## config.mk

```make
export PLATFORM = sky130hd
export DESIGN_NAME = irl_enc_top
export DESIGN_NICKNAME = d
export VERILOG_FILES = /design/src/rtl/irl_pkg.sv /design/src/rtl/irl_priv_pend.sv /design/src/rtl/irl_level_reg.sv /design/src/rtl/irl_ack_unit.sv /design/src/rtl/irl_enc_top.sv
export SDC_FILE = /design/constraint.sdc
export NUM_CORES = 1
export LEC_CHECK = 0
export ABC_AREA = 1
export BUFFER_PORTS_ARGS = -buffer_cell sky130_fd_sc_hd__buf_2
export CAP_MARGIN = 40
export CORE_AREA = 4 4 113 61
export DETAILED_ROUTE_END_ITERATION = 6
export DIE_AREA = 0 0 117 65
export GPL_ROUTABILITY_DRIVEN = 0
export PLACE_DENSITY = 0.8
export RECOVER_POWER = 100
export SETUP_SLACK_MARGIN = 0.2
export SYNTH_ARGS = -nofsm -noshare
export SYNTH_HDL_FRONTEND = slang
export SYNTH_HIERARCHICAL = 1
export SYNTH_SLANG_ARGS = --single-unit
```

## constraint.sdc

```tcl
create_clock -name clk_i -period 2.3 [get_ports clk_i]
set_input_delay 0.23 -clock clk_i [delete_from_list [all_inputs] [get_ports clk_i]]
set_output_delay 0.23 -clock clk_i [all_outputs]
set_load 0.01 [all_outputs]
```

## src/rtl/irl_pkg.sv

```systemverilog
package irl_pkg;
  localparam int PEND_W   = 8;
  localparam int LVL_W    = 4;
  localparam int VEC_W    = 8;
  localparam int SRC_N    = 4;
  localparam int SRC_BASE = 3;
  localparam int CMD_IDX  = 1;
  localparam int RST_BIT  = 7;
  localparam logic [VEC_W-1:0] AUTO_BASE = 8'd64;

  function automatic logic [LVL_W-1:0] enc_level(input logic [PEND_W-1:0] p);
    logic [LVL_W-1:0] r;
    r = '0;
    for (int i = 1; i < PEND_W; i++)
      if (p[i]) r = LVL_W'(2 * i);
    return r;
  endfunction
endpackage

```

## src/rtl/irl_priv_pend.sv

```systemverilog
module irl_priv_pend
  import irl_pkg::*;
(
  input  logic              clk_i,
  input  logic              rst_ni,
  input  logic [SRC_N-1:0]  trig_i,
  input  logic [SRC_N-1:0]  en_i,
  input  logic [SRC_N-1:0]  clr_i,
  input  logic              cmd_bit_i,
  output logic [PEND_W-1:0] pend_o
);
  logic [SRC_N-1:0] lat_q;

  for (genvar j = 0; j < SRC_N; j++) begin : g_src
    if (j == CMD_IDX) begin : g_cmd
      assign lat_q[j] = cmd_bit_i;
    end else begin : g_latch
      logic bit_q;
      always_ff @(posedge clk_i or negedge rst_ni) begin
        if (!rst_ni)                bit_q <= 1'b0;
        else if (trig_i[j] & en_i[j]) bit_q <= 1'b1;
        else if (clr_i[j])          bit_q <= 1'b0;
      end
      assign lat_q[j] = bit_q;
    end
  end

  always_comb begin
    pend_o = '0;
    pend_o[SRC_BASE +: SRC_N] = lat_q;
  end
endmodule

```

## src/rtl/irl_level_reg.sv

```systemverilog
module irl_level_reg
  import irl_pkg::*;
(
  input  logic              clk_i,
  input  logic              rst_ni,
  input  logic [PEND_W-1:0] pend_i,
  output logic [LVL_W-1:0]  lvl_o
);
  logic [LVL_W-1:0] lvl_d;
  assign lvl_d = enc_level(pend_i);

  always_ff @(posedge clk_i or negedge rst_ni) begin
    if (!rst_ni) lvl_o <= '0;
    else         lvl_o <= lvl_d;
  end
endmodule

```

## src/rtl/irl_ack_unit.sv

```systemverilog
module irl_ack_unit
  import irl_pkg::*;
(
  input  logic             clk_i,
  input  logic             rst_ni,
  input  logic             ack_i,
  input  logic [LVL_W-1:0] lvl_i,
  input  logic             load_i,
  input  logic [LVL_W-1:0] ld_lvl_i,
  input  logic [VEC_W-1:0] ld_vec_i,
  output logic             valid_o,
  output logic [VEC_W-1:0] vec_o,
  output logic [LVL_W-1:0] cur_lvl_o,
  output logic [LVL_W-1:0] int_lvl_o
);
  logic [VEC_W-1:0] int_vec_q;
  logic             ext_wins;
  logic [VEC_W-1:0] auto_vec;

  assign ext_wins = lvl_i > int_lvl_o;
  assign auto_vec = AUTO_BASE + VEC_W'(lvl_i >> 1);

  always_ff @(posedge clk_i or negedge rst_ni) begin
    if (!rst_ni) begin
      valid_o   <= 1'b0;
      vec_o     <= '0;
      cur_lvl_o <= '0;
      int_lvl_o <= '0;
      int_vec_q <= '0;
    end else begin
      valid_o <= ack_i;
      if (ack_i) begin
        if (ext_wins) begin
          vec_o <= auto_vec;
        end else begin
          vec_o     <= int_vec_q;
          int_lvl_o <= '0;
          cur_lvl_o <= lvl_i;
        end
      end
      if (load_i) begin
        int_lvl_o <= ld_lvl_i;
        int_vec_q <= ld_vec_i;
      end
    end
  end
endmodule

```

## src/rtl/irl_enc_top.sv

```systemverilog
module irl_enc_top
  import irl_pkg::*;
#(
  parameter int NCPU = 2
) (
  input  logic                  clk_i,
  input  logic                  rst_ni,
  input  logic                  rst_trig_i,
  input  logic                  vblank_trig_i,
  input  logic                  hblank_trig_i,
  input  logic                  pwm_trig_i,
  input  logic [NCPU*SRC_N-1:0] src_en_i,
  input  logic [NCPU-1:0]       cmd_reg_i,
  input  logic                  clr_rst_i,
  input  logic [NCPU*SRC_N-1:0] clr_src_i,
  input  logic [NCPU-1:0]       ack_i,
  input  logic [NCPU-1:0]       int_load_i,
  input  logic [NCPU*LVL_W-1:0] int_lvl_i,
  input  logic [NCPU*VEC_W-1:0] int_vec_i,
  input  logic [NCPU-1:0]       idle_i,
  output logic [NCPU*LVL_W-1:0] irl_o,
  output logic [NCPU-1:0]       wake_o,
  output logic [NCPU-1:0]       ack_valid_o,
  output logic [NCPU*VEC_W-1:0] ack_vec_o,
  output logic [NCPU*LVL_W-1:0] ack_cur_lvl_o
);
  logic                  shared_rst_q;
  logic [SRC_N-1:0]      trig_vec;
  logic [NCPU*LVL_W-1:0] int_lvl_w;

  assign trig_vec = {vblank_trig_i, hblank_trig_i, 1'b0, pwm_trig_i};

  always_ff @(posedge clk_i or negedge rst_ni) begin
    if (!rst_ni)         shared_rst_q <= 1'b0;
    else if (rst_trig_i) shared_rst_q <= 1'b1;
    else if (clr_rst_i)  shared_rst_q <= 1'b0;
  end

  for (genvar n = 0; n < NCPU; n++) begin : g_cpu
    logic [SRC_N-1:0]  en_n;
    logic [PEND_W-1:0] priv_pend;
    logic [PEND_W-1:0] all_pend;
    logic [LVL_W-1:0]  lvl_q;

    assign en_n = src_en_i[n*SRC_N +: SRC_N];

    irl_priv_pend u_priv (
      .clk_i     (clk_i),
      .rst_ni    (rst_ni),
      .trig_i    (trig_vec),
      .en_i      (en_n),
      .clr_i     (clr_src_i[n*SRC_N +: SRC_N]),
      .cmd_bit_i (en_n[CMD_IDX] & cmd_reg_i[n]),
      .pend_o    (priv_pend)
    );

    always_comb begin
      all_pend          = priv_pend;
      all_pend[RST_BIT] = priv_pend[RST_BIT] | shared_rst_q;
    end

    irl_level_reg u_lvl (
      .clk_i  (clk_i),
      .rst_ni (rst_ni),
      .pend_i (all_pend),
      .lvl_o  (lvl_q)
    );

    irl_ack_unit u_ack (
      .clk_i     (clk_i),
      .rst_ni    (rst_ni),
      .ack_i     (ack_i[n]),
      .lvl_i     (lvl_q),
      .load_i    (int_load_i[n]),
      .ld_lvl_i  (int_lvl_i[n*LVL_W +: LVL_W]),
      .ld_vec_i  (int_vec_i[n*VEC_W +: VEC_W]),
      .valid_o   (ack_valid_o[n]),
      .vec_o     (ack_vec_o[n*VEC_W +: VEC_W]),
      .cur_lvl_o (ack_cur_lvl_o[n*LVL_W +: LVL_W]),
      .int_lvl_o (int_lvl_w[n*LVL_W +: LVL_W])
    );

    assign irl_o[n*LVL_W +: LVL_W] = lvl_q;
    assign wake_o[n] = idle_i[n] & (lvl_q != '0);
  end
endmodule

```

# == Word level (Yosys, flattened, before mapping) ==
# Index checks and enable logic that the tools add are counted.
# totals
out_inout_bits,36
elab_cells,84
ff_bits,65
input_bits,55
# classes
magnitude_cmp,2
reduce_logical,15
eq_ne,2
n_bitwise,12
muxes,32
add_sub_neg,2
# op_table
operator,n
$mux 4,14
$reduce_bool 2->1,9
$add 7x3->8 const A,2
$mux 8,2
$mux 1,14
$and 1x1->1,10
$gt 4x4->1,2
$reduce_and 2->1,4
$reduce_bool 4->1,2
$mux 3,2
$ne 2x2->1 const B,2
$not 1->1,2

# == Logic depth before layout (Yosys ltp) ==
# Gate-level depths: netlist (run 1).
# depth
depth_word,5
ltp_mapped,13
ltp_nobuf,11

# == Hierarchy ==
# The synthesis (run 1) kept the hierarchy.
# modules_own_cells
module,cells_per_inst,n_inst,seq_area_each_um2,area_each_um2
irl_ack_unit,122,2,625.6,1123.6
irl_priv_pend,24,2,75.1,183.9
irl_level_reg,20,2,75.1,150.1
irl_enc_top,18,1,25.0,100.1

# == Worst setup path after synthesis (run 1) ==
# OpenSTA, ideal clock, no wires.
# synth_path
path_type,reg-to-reg
start,register g_cpu[0].u_lvl.lvl_o[3]
end,register g_cpu[0].u_ack.int_lvl_o[1]
required_ns,2.183
slack_ns,0.786
t_arrival_ns,1.396
n_path_buf,1
path_stages_with_launch,9
setup_time_ns,0.117
synth_period_minus_slack_ns,1.514
path_cell_list,dfrtp_1 -> ha_1 -> a21oi_1 -> nand2_2 -> nand2_4 -> nand2_4 -> buf_12 -> nand3_1 -> nand2_1
# synth_via
elab_chain_len,3
# synth_lines
item,line,source
start: declaration,irl_level_reg.sv:7,output logic [LVL_W-1:0] lvl_o
start signal: assignment,irl_level_reg.sv:14,else lvl_o <= lvl_d;
$gt 4x4->1,irl_ack_unit.sv:20,assign ext_wins = lvl_i > int_lvl_o;
$ne 2x2->1 (no source line),-,
$reduce_and 2->1 (no source line),-,
end signal: assignment,irl_ack_unit.sv:42,int_lvl_o <= ld_lvl_i;
end: declaration,irl_ack_unit.sv:14,output logic [LVL_W-1:0] int_lvl_o
# No other way between the ends.
# A chain may end at the register's enable or synchronous reset.

# == Worst setup path in the final report (run 1) ==
# layout_path
start,register g_cpu[0].u_lvl.lvl_o[1]
end,register g_cpu[0].u_ack.vec_o[3]
# layout_via
elab_chain_len,2
elab_cells_between_ends,3
classes_between,1 x add/sub; 1 x order compare; 1 x mux
# layout_lines
item,line,source
$add 7x3->8 or $gt 4x4->1 (tied branches),"irl_ack_unit.sv:21, irl_ack_unit.sv:20",
$mux 8 (*),irl_ack_unit.sv:33,if (ext_wins) begin
end signal: assignment,irl_ack_unit.sv:34,vec_o <= auto_vec;
end signal: assignment,irl_ack_unit.sv:36,vec_o <= int_vec_q;
end: declaration,irl_ack_unit.sv:12,"output logic [VEC_W-1:0] vec_o,"
# Mark *: on every way between the ends. The rest lies on a longest branch, timed or not.

==> impl_summary.log, run 1 <==
[metrics] final setup violating endpoints: 0
[metrics] First DRT Iteration DRCs: 146
[metrics] kind of launch point of the worst setup path: flop
[metrics] synth warn: 6
[metrics] cell count of the worst hold path: 3
[metrics] total power density per cell area: 858 nW/um2
[metrics] slew of the pin with the lowest slew margin: 0.668 ns
[metrics] net switching power of the design: 0.845 mW
[metrics] post-CTS setup buffers: 0
[metrics] min-delay src: src_en_i[7]
[metrics] critical path class: reg -> reg
[metrics] GR Util All Layers: 0.192
[metrics] number of buffers inserted by hold repair at cts: 1
[metrics] CP Data Arrival Time: 1.96 ns
[metrics] post-layout min period: 1.73 ns
[metrics] Clock Skew: 0.00796 ns
[metrics] average wire length per cell after detail routing: 12.9 um
[metrics] worst slew margin relative to its limit: 0.555
[metrics] synthesized area per cell: 8.64 um2
[metrics] Design Power: 3.05 mW
[metrics] cell internal pwr: 2.21 mW
[metrics] first-pass iteration count of the detailed router: 4
[metrics] endpoint class of the critical path: flop
[metrics] end of the worst hold path: g_cpu[1].u_priv/g_src[3].g_latch.bit_q$_DFFE_PN0P_
[metrics] CTS Sinks: 63
[metrics] Nets: 492
[metrics] share of total power in sequential cells: 0.439
[metrics] setup slack of the worst register-to-register path: 0.57 ns
[metrics] global-route wire length before repair: 11.0 mm
[metrics] Final Max Tran Viols: 0
[metrics] commonest non-fill, non-tap cell in the layout: nand2_1
[metrics] core area: 5910 um2
[metrics] number of H-tree levels: 3
[metrics] outcome: finished, final reports clean
[metrics] DIE WIDTH: 117 um
[metrics] share of the cycle needed by the critical path after routing: 0.750
[metrics] pin count of the biggest net entering global routing: 29
[metrics] RSZ-0062 raised after global routing: false
[metrics] number of resized instances in the post-cts repair step: 0
[metrics] length in cells of the worst reg-to-reg path: 8
[metrics] Synth Cell Area: 3000 um2
[metrics] via count of the first global-routing pass: 2386
[metrics] relative contribution of combinational cells to total power: 0.159
[metrics] share of final-layout standard cells stronger than drive strength 1: 0.187
[metrics] routed vias/inst: 4.60
[metrics] max_cap viols: 0
[metrics] number of buffers inserted during clock tree synthesis: 9
[metrics] clock network latency to the later pin of the worst-skew pair: 0.33 ns
[metrics] busiest grt layer: met2
[metrics] Initial Utilization: 0.507
[metrics] number of standard cells after synthesis: 347
[metrics] TritonCTS clock tree: built
[metrics] clock transition time at the flip-flop clock pins of the worst setup and hold paths: 0.05 ns
[metrics] number of diodes added for antenna fixing: 0
[metrics] initial antenna violation count: 0
[metrics] Total Wirelength: 6.59 mm
[metrics] total half-perimeter wirelength after legalization and detailed placement: 4.95 mm
[metrics] type of the most critical hold path: in -> reg
[metrics] vias after detailed routing: 2346
[metrics] final-report hold violation count: 0
[metrics] Max rail drop VDD: 0.318 mV
[metrics] tightest hold margin: 0.0993 ns
[metrics] switching share of power: 0.277
[metrics] ANT nets after route: 0
[metrics] leakage component of the power: 1.94 nW
[metrics] highest net fanout along the worst path: 16
[metrics] Layout Area Growth over Synthesis: 18.6%
[metrics] number of I/O pins: 91
[metrics] most used cells in the layout excluding fill and tap cells: 110 x nand2_1, 63 x dfrtp_1, 53 x inv_1
[metrics] number of fill cells: 564
[metrics] Max Fclk: 0.580 GHz
[metrics] met1 usage: 0.266
[metrics] startpoint of the worst register-to-register path: g_cpu[0].u_lvl/lvl_o[1]$_DFF_PN0_
[metrics] number of rows in the core area: 20
[metrics] global-route track usage on met3: 0.0690
[metrics] required time of the worst setup path: 2.54 ns
[metrics] deepest clock path buffer count: 2
[metrics] clock share of power: 0.402
[metrics] global route overflow: 0
[metrics] number of remaining DRC errors: 0
[metrics] global-route met2 utilization: 0.275
[metrics] vertical die dimension: 65 um
[metrics] setup_tns: 0 ns
[metrics] worst reg2reg endpoint: g_cpu[0].u_ack/vec_o[3]$_DFFE_PN0P_
[metrics] count of buffers from port buffering: 86
[metrics] CTS root buffer: clkbuf_16
[metrics] total die area: 7610 um2
==> power groups by stage <==
stage               combinational (mW)  clock [mW]  sequential, mW
floorplan                        0.317           0            1.38
global placement                 0.530           0            1.34
detailed placement               0.550           0            1.35
CTS                              0.556        1.26            1.34
global route                     0.560        1.32            1.36
finish                           0.486        1.23            1.34
==> how the worst max path moves through the flow <==
| stage | to | slack (ns) | from |
|---|---|---|---|
| floorplan | g_cpu[0].u_ack/int_lvl_o[1]$_DFFE_PN0P_ | 0.79 | g_cpu[0].u_lvl/lvl_o[3]$_DFF_PN0_ |
| global placement | g_cpu[0].u_ack/int_lvl_o[2]$_DFFE_PN0P_ | 0.76 | g_cpu[0].u_lvl/lvl_o[3]$_DFF_PN0_ |
| detailed placement | g_cpu[0].u_ack/cur_lvl_o[0]$_DFFE_PN0P_ | 0.71 | g_cpu[0].u_lvl/lvl_o[3]$_DFF_PN0_ |
| CTS | g_cpu[0].u_ack/cur_lvl_o[0]$_DFFE_PN0P_ | 0.71 | g_cpu[0].u_lvl/lvl_o[3]$_DFF_PN0_ |
| global route | g_cpu[1].u_ack/vec_o[4]$_DFFE_PN0P_ | 0.38 | g_cpu[1].u_lvl/lvl_o[1]$_DFF_PN0_ |
| finish | g_cpu[0].u_ack/vec_o[3]$_DFFE_PN0P_ | 0.57 | g_cpu[0].u_lvl/lvl_o[1]$_DFF_PN0_ |
==> through the flow <==
stage | instances | util | setup slack (ns) | cell area [um2]
3_3_place_gp | 494 | 0.572 | 0.756 | 3380
6_report | 510 | 0.602 | 0.575 | 3550
2_1_floorplan | 351 | - | 0.786 | 3010
4_1_cts | 510 | 0.620 | 0.705 | 3660
5_1_grt | 510 | 0.602 | 0.379 | 3550
3_5_place_dp | 494 | 0.572 | 0.711 | 3380
==> sequential cells by signal, indices dropped and copies added (netlist names) <==
register and flops:
g_cpu.u_ack/int_vec_q 16, g_cpu.u_ack/vec_o 16, g_cpu.u_ack/cur_lvl_o 8, g_cpu.u_ack/int_lvl_o 8, g_cpu.u_lvl/lvl_o 6, g_cpu.u_priv/g_src.g_latch.bit_q 6, g_cpu.u_ack/valid_o 2, shared_rst_q 1
==> cell type report <==
| cell class | count | area (um2) | share of cell area |
|---|---|---|---|
| clock buffer | 12 | 256 | 0.0722 |
| clock inverter | 3 | 18.8 | 0.00528 |
| inverter | 63 | 236 | 0.0665 |
| multi-input combinational | 203 | 966 | 0.272 |
| sequential | 63 | 1580 | 0.444 |
| tap | 77 | 96.3 | 0.0271 |
| timing repair buffer | 89 | 404 | 0.114 |
==> worst max-delay path, cell delays in order, from the launching register on <==
cell and delay (ns):
dfrtp_1 0.42, ha_1 0.34, nand2_1 0.08, nand2_1 0.05
nand2_1 0.05, nand2_1 0.10, nand2_1 0.20, nand2_4 0.17
o21ai_0 0.23
==> per-layer routing <==
layer,wire length [um],part of all wire
met1,3210,0.49
met2,2800,0.42
met3,479,0.073
met4,106,0.016
met5,0,0
Note: power is estimated with default switching activity, not from simulation.
==> inputs of run 2 (changes only) <==
- ABC_AREA: 1 -> 0
- CORE_AREA: 4 4 113 61 -> 4 4 115 62
- DIE_AREA: 0 0 117 65 -> 0 0 119 66
- PLACE_DENSITY: 0.8 -> 0.79
- clock period: 2.3 -> 1.75 ns (I/O delays scaled with it)
==> run 2 against run 1 <==
Sequential cell count did not move; synthesized area rose by 3.9%; clock-buffer cell count fell by 1; global-route usage rose by 0.79 points; non-clock buffer count rose by 29; first-iteration DRC count rose by 12%.
==> impl_summary.log, run 2 <==
[metrics] outcome: finished, final reports clean
[metrics] number of H-tree levels: 3 (unchanged)
[metrics] registers with the most flip-flops: g_cpu.u_ack/int_vec_q: 16 flops, g_cpu.u_ack/vec_o: 16 flops
[metrics] post-layout min period: 1.74 ns (+0.0129 ns)
[metrics] vertical die dimension: 66 um (+1.5%)
[metrics] CP Data Arrival Time: 1.95 ns (about the same)
[metrics] TritonCTS clock tree: built
[metrics] max_cap viols: 0 (unchanged)
[metrics] required time of the worst setup path: 1.96 ns (-0.58 ns)
[metrics] synthesized area per cell: 11.4 um2 (+32%)
[metrics] vias after detailed routing: 2497 (+6.4%)
[metrics] initial antenna violation count: 0 (unchanged)
[metrics] Total Wirelength: 7.79 mm (+18%)
[metrics] final setup violating endpoints: 0 (unchanged)
[metrics] endpoint class of the critical path: flop
[metrics] average wire length per cell after detail routing: 16.3 um (+26%)
[metrics] share of final-layout standard cells stronger than drive strength 1: 0.572 (+0.385)
[metrics] commonest non-fill, non-tap cell in the layout: buf_2
[metrics] number of fill cells: 411 (-27%)
[metrics] Synth Cell Area: 3110 um2 (+3.9%)
[metrics] GR Util All Layers: 0.200 (+0.00788)
[metrics] most used cells in the layout excluding fill and tap cells: 86 x buf_2, 59 x dfrtp_1, 20 x buf_4
[metrics] share of the cycle needed by the critical path after routing: 0.993 (+0.243)
[metrics] number of rows in the core area: 20 (unchanged)
[metrics] Design Power: 4.74 mW (+55%)
[metrics] routed vias/inst: 5.22 (+14%)
[metrics] First DRT Iteration DRCs: 163 (+12%)
[metrics] clock network latency to the later pin of the worst-skew pair: 0.33 ns (about the same)
[metrics] CTS Sinks: 63 (unchanged)
[metrics] global route overflow: 0 (unchanged)
[metrics] count of buffers from port buffering: 86 (unchanged)
[metrics] number of standard cells after synthesis: 273 (-21%)
[metrics] critical path class: reg -> reg
[metrics] Final Max Tran Viols: 0 (unchanged)
[metrics] Max rail drop VDD: 0.665 mV (+110%)
[metrics] Layout Area Growth over Synthesis: 40.4%
[metrics] total half-perimeter wirelength after legalization and detailed placement: 5.15 mm (+4.2%)
[metrics] ANT nets after route: 0 (unchanged)
[metrics] highest net fanout along the worst path: 4 (-12)
[metrics] total die area: 7850 um2 (+3.3%)
[metrics] DIE WIDTH: 119 um (+1.7%)
[metrics] CTS root buffer: clkbuf_16
[metrics] core area: 6030 um2 (+2.1%)
[metrics] type of the most critical hold path: in -> reg
[metrics] first-pass iteration count of the detailed router: 4 (unchanged)
[metrics] final-report hold violation count: 0 (unchanged)
[metrics] number of buffers inserted during clock tree synthesis: 9 (unchanged)
[metrics] RSZ-0062 raised after global routing: true
[metrics] total power density per cell area: 1080 nW/um2 (+26%)
[metrics] global-route wire length before repair: 12.0 mm (+9.4%)
[metrics] pin count of the biggest net entering global routing: 64 (+120%)
[metrics] Nets: 449 (-8.7%)
[metrics] Initial Utilization: 0.516 (+0.00897)
[metrics] number of remaining DRC errors: 0 (unchanged)
[metrics] Max Fclk: 0.575 GHz (-0.74%)
[metrics] Post-Layout Inst Area: 4370 um2 (+23%)
[metrics] total cell area at the placement stage: 3680 um2 (+8.9%)
[metrics] number of diodes added for antenna fixing: 0 (unchanged)
[metrics] Clock Skew: 0.00444 ns (-0.00352 ns)
[metrics] synth warn: 6 (unchanged)
[metrics] number of I/O pins: 91 (unchanged)
[metrics] kind of launch point of the worst setup path: flop
[metrics] deepest clock path buffer count: 2 (unchanged)
[metrics] leakage component of the power: 1.98 nW (+2.2%)
[metrics] via count of the first global-routing pass: 2600 (+9.0%)
[metrics] clock transition time at the flip-flop clock pins of the worst setup and hold paths: 0.05 ns (about the same)
[run 2: report_power, final]
group / switching [mW] / internal, mW / total, mW
Clock: 0.600 / 0.978 / 1.58
Combinational: 0.675 / 0.674 / 1.35
Sequential: 0.143 / 1.66 / 1.81
[run 2: critical path: stages, from the launching register on]
cell	delay (ns)
dfrtp_2	0.43
ha_4	0.28
buf_4	0.12
and4_4	0.25
nand2_2	0.07
o21ai_4	0.13
mux2_4	0.33
[run 2: layout make-up]
class / instances / area [um2] / area share
timing repair buffer: 118 / 722 / 0.165
tap: 88 / 110 / 0.0252
multi-input combinational: 173 / 1610 / 0.369
inverter: 21 / 78.8 / 0.0180
clock buffer: 11 / 243 / 0.0555
sequential: 63 / 1580 / 0.362
clock inverter: 4 / 22.5 / 0.00515
[run 2: path summary, 6_finish.rpt]
path	cells past startpoint	start	slack, ns	to
worst min-delay path	2	clr_src_i[6]	0.01	g_cpu[1].u_priv/g_src[2].g_latch.bit_q$_DFFE_PN0P_
worst max register to register	6	g_cpu[0].u_lvl/lvl_o[1]$_DFF_PN0_	0.01	g_cpu[0].u_ack/cur_lvl_o[0]$_DFFE_PN0P_
worst max-delay path	6	g_cpu[0].u_lvl/lvl_o[1]$_DFF_PN0_	0.01	g_cpu[0].u_ack/cur_lvl_o[0]$_DFFE_PN0P_
worst min register to register	1	g_cpu[1].u_ack/int_vec_q[6]$_DFFE_PN0P_	0.48	g_cpu[1].u_ack/vec_o[6]$_DFFE_PN0P_
min in group asynchronous	3	rst_ni	0.38	g_cpu[1].u_ack/vec_o[4]$_DFFE_PN0P_
max in group asynchronous	3	rst_ni	1.07	g_cpu[0].u_lvl/lvl_o[1]$_DFF_PN0_
[run 2: repair_timing]
action                                  in CTS  in global routing
endpoints found under the setup margin      34                 34
gates resized for setup                     26                 38
setup buffers                               12                  7
hold buffers                                 2                  0
pin swaps                                   19                 18
hold endpoints to repair                    64                  0
[run 2: per-layer routing]
metal,global-route usage,wire length (um)
met1,0.215,3190
met2,0.343,3980
met3,0.0932,472
met4,0.0851,149
met5,0,0
[run 2: through the flow]
| step | std cells | setup WS, ns | utilization | hold WS (ns) | setup TNS, ns |
|---|---|---|---|---|---|
| 2_1_floorplan | 277 | 0.0814 | - | -0.121 | 0 |
| 3_3_place_gp | 442 | 0.0371 | 0.610 | 0.206 | 0 |
| 3_5_place_dp | 442 | -0.0159 | 0.610 | 0.210 | -0.0255 |
| 4_1_cts | 471 | 0.0150 | 0.690 | 0.00189 | 0 |
| 5_1_grt | 478 | -0.0491 | 0.725 | 0.00361 | -0.347 |
| 6_report | 478 | 0.0119 | 0.725 | 0.00974 | 0 |
==> inputs of run 3 (changes only) <==
- GPL_TIMING_DRIVEN: default -> 0
==> run 3 against run 2 <==
Die area unchanged; core utilization up 2.7 points; design area up 3.7%; non-clock buffer count up 17; clock skew up 0.0014 ns; critical path depth down 1; critical path type unchanged; highest routed layer unchanged.
==> impl_summary.log, run 3 (synthesis results as in run 2) <==
[metrics] outcome: finished, final reports clean
[metrics] total power density per cell area: 1080 nW/um2 (about the same)
[metrics] share of final-layout standard cells stronger than drive strength 1: 0.591 (+0.0189)
[metrics] final setup margin: 0.00423 ns (-0.00769 ns)
[metrics] required time of the worst setup path: 1.96 ns (about the same)
[metrics] via count of the first global-routing pass: 2689 (+3.4%)
[metrics] post-layout utilization of the core: 0.752 (+0.0272)
[metrics] clock transition time at the flip-flop clock pins of the worst setup and hold paths: 0.06 ns (about the same)
[metrics] total cell area at the placement stage: 3780 um2 (+2.7%)
[metrics] total half-perimeter wirelength after legalization and detailed placement: 5.39 mm (+4.5%)
[metrics] vias after detailed routing: 2602 (+4.2%)
[metrics] initial antenna violation count: 0 (unchanged)
[metrics] CP Data Arrival Time: 1.95 ns (about the same)
[metrics] Clock Skew: 0.00584 ns (+0.00140 ns)
[metrics] global-route wire length before repair: 13.4 mm (+11%)
[metrics] setup_tns: 0 ns (unchanged)
[metrics] number of diodes added for antenna fixing: 0 (unchanged)
[metrics] cell internal pwr: 3.47 mW (+4.7%)
[metrics] count of buffers from port buffering: 86 (unchanged)
[metrics] vertical die dimension: 66 um (unchanged)
[metrics] most used cells in the layout excluding fill and tap cells: 90 x buf_2, 57 x dfrtp_1, 35 x buf_4
[metrics] CTS root buffer: clkbuf_16
[metrics] clock share of power: 0.352 (+0.019)
[metrics] Final Max Tran Viols: 0 (unchanged)
[metrics] Max rail drop VDD: 0.787 mV (+18%)
[metrics] switching share of power: 0.294 (-0.00567)
[metrics] length in cells of the worst reg-to-reg path: 5 (-1)
[metrics] Crit. Startpoint: g_cpu[0].u_lvl/lvl_o[3]$_DFF_PN0_
[metrics] clock network latency to the later pin of the worst-skew pair: 0.33 ns (about the same)
[metrics] first-pass iteration count of the detailed router: 4 (unchanged)
[metrics] routed vias/inst: 5.25 (+0.42%)
[metrics] registers with the most flip-flops: g_cpu.u_ack/int_vec_q: 16 flops, g_cpu.u_ack/vec_o: 16 flops
[metrics] critical path class: reg -> reg
[metrics] final-report hold violation count: 0 (unchanged)
[metrics] Post-Layout Inst Area: 4540 um2 (+3.7%)
[metrics] core area: 6030 um2 (unchanged)
[metrics] endpoint class of the critical path: flop
[metrics] Layout Area Growth over Synthesis: 45.6%
[metrics] number of buffers inserted during clock tree synthesis: 9 (unchanged)
[metrics] First DRT Iteration DRCs: 187 (+15%)
[metrics] average wire length per cell after detail routing: 17.3 um (+6.4%)
[metrics] type of the most critical hold path: in -> reg
[metrics] share of total power in sequential cells: 0.367 (-0.015)
[metrics] setup slack of the worst register-to-register path: 0.004 ns (about the same)
[metrics] TritonCTS clock tree: built
[metrics] number of rows in the core area: 20 (unchanged)
[metrics] share of the cycle needed by the critical path after routing: 0.998 (+0.00440)
[metrics] total die area: 7850 um2 (unchanged)
[metrics] GR Util All Layers: 0.222 (+0.0226)
[metrics] number of remaining DRC errors: 0 (unchanged)
[metrics] max_cap viols: 0 (unchanged)
[metrics] worst reg2reg endpoint: g_cpu[0].u_ack/cur_lvl_o[2]$_DFFE_PN0P_
[metrics] RSZ-0062 raised after global routing: true
[metrics] leakage component of the power: 2.08 nW (+4.9%)
[metrics] Total Wirelength: 8.60 mm (+10%)
[metrics] Initial Utilization: 0.516 (unchanged)
[metrics] final setup violating endpoints: 0 (unchanged)
[metrics] post-layout min period: 1.75 ns (+0.00769 ns)
[metrics] pin count of the biggest net entering global routing: 25 (-61%)
[metrics] Design Power: 4.92 mW (+3.8%)
[metrics] Critical Path Sink: g_cpu[0].u_ack/cur_lvl_o[2]$_DFFE_PN0P_
[metrics] Max Fclk: 0.573 GHz (-0.44%)
[metrics] CTS Sinks: 63 (unchanged)
[metrics] number of I/O pins: 91 (unchanged)
[metrics] DIE WIDTH: 119 um (unchanged)
[metrics] global route overflow: 0 (unchanged)
[metrics] Nets: 466 (+3.8%)
[metrics] highest net fanout along the worst path: 6 (+2)
[metrics] relative contribution of combinational cells to total power: 0.281 (-0.004)
[metrics] ANT nets after route: 0 (unchanged)
[metrics] deepest clock path buffer count: 2 (unchanged)
[metrics] startpoint of the worst register-to-register path: g_cpu[0].u_lvl/lvl_o[3]$_DFF_PN0_
[metrics] net switching power of the design: 1.44 mW (+1.9%)
[metrics] kind of launch point of the worst setup path: flop
[metrics] pre-CTS setup slack: -0.0376 ns (-0.0217 ns)
[metrics] commonest non-fill, non-tap cell in the layout: buf_2
[metrics] number of H-tree levels: 3 (unchanged)
-- run 3: cell count changes in the layout (fill, tap and decap cells not counted), sizes merged --
cell         delta
buf            +16
clkbuf          +3
clkinv          -2
dlygate4sd3     +1
-- run 3: routing by layer --
layer  wire, um  GRT usage  vias up  share of wire
li1           -          -     1207              -
met4        136     0.0938        0          0.016
met2       4600      0.395       84           0.53
met3        465     0.0752       16          0.054
met1       3400      0.248     1295           0.40
met5          0          0        -              0
-- run 3: area by class of cell --
cell class                 instances  area, um2
fill                             420       1500
inverter                          21       78.8
clock inverter                     2       12.5
sequential                        63       1580
timing repair buffer             115        718
tap                               88        110
clock buffer                      14        284
multi-input combinational        173       1610
buffer                            20        140
-- run 3: critical path, stage by stage (launching register included) --
cell and delay (ns):
dfrtp_2 0.44, ha_4 0.29, a21oi_4 0.20, nand2_4 0.11
o21ai_4 0.25, mux2_4 0.33
-- run 3: what timing repair did --
action	4_1_cts	5_1_grt
pin swaps	30	25
resized for setup	32	25
hold buffers	3	0
endpoints found under the hold margin	21	0
setup endpoints to repair	34	34
buffers inserted	16	8
-- run 3: how the worst min path moves through the flow --
stage / start / end / depth (start not counted)
after floorplan: rst_ni / g_cpu[0].u_ack/cur_lvl_o[0]$_DFFE_PN0P_ / 0
after global placement: clr_src_i[2] / g_cpu[0].u_priv/g_src[2].g_latch.bit_q$_DFFE_PN0P_ / 2
after global routing: clr_src_i[0] / g_cpu[0].u_priv/g_src[0].g_latch.bit_q$_DFFE_PN0P_ / 2
final: clr_src_i[3] / g_cpu[0].u_priv/g_src[3].g_latch.bit_q$_DFFE_PN0P_ / 2
after CTS: clr_src_i[0] / g_cpu[0].u_priv/g_src[0].g_latch.bit_q$_DFFE_PN0P_ / 2
after detailed placement: rst_ni / g_cpu[1].u_ack/int_vec_q[7]$_DFFE_PN0P_ / 1
-- run 3: power by group through the flow --
stage          clock network [mW]  registers [mW]  logic [mW]
2_1_floorplan                   0            1.85       0.621
3_3_place_gp                    0            1.80       0.979
3_5_place_dp                    0            1.81        1.03
4_1_cts                      1.77            1.80        1.22
5_1_grt                      1.84            1.83        1.49
6_report                     1.73            1.80        1.38
-- run 3: through the flow --
stage	hold WS [ns]	instances
after floorplan	-0.121	277
after global placement	0.344	451
after detailed placement	0.162	453
after CTS	0.00214	488
after global routing	0.00215	496
final	0.0115	496
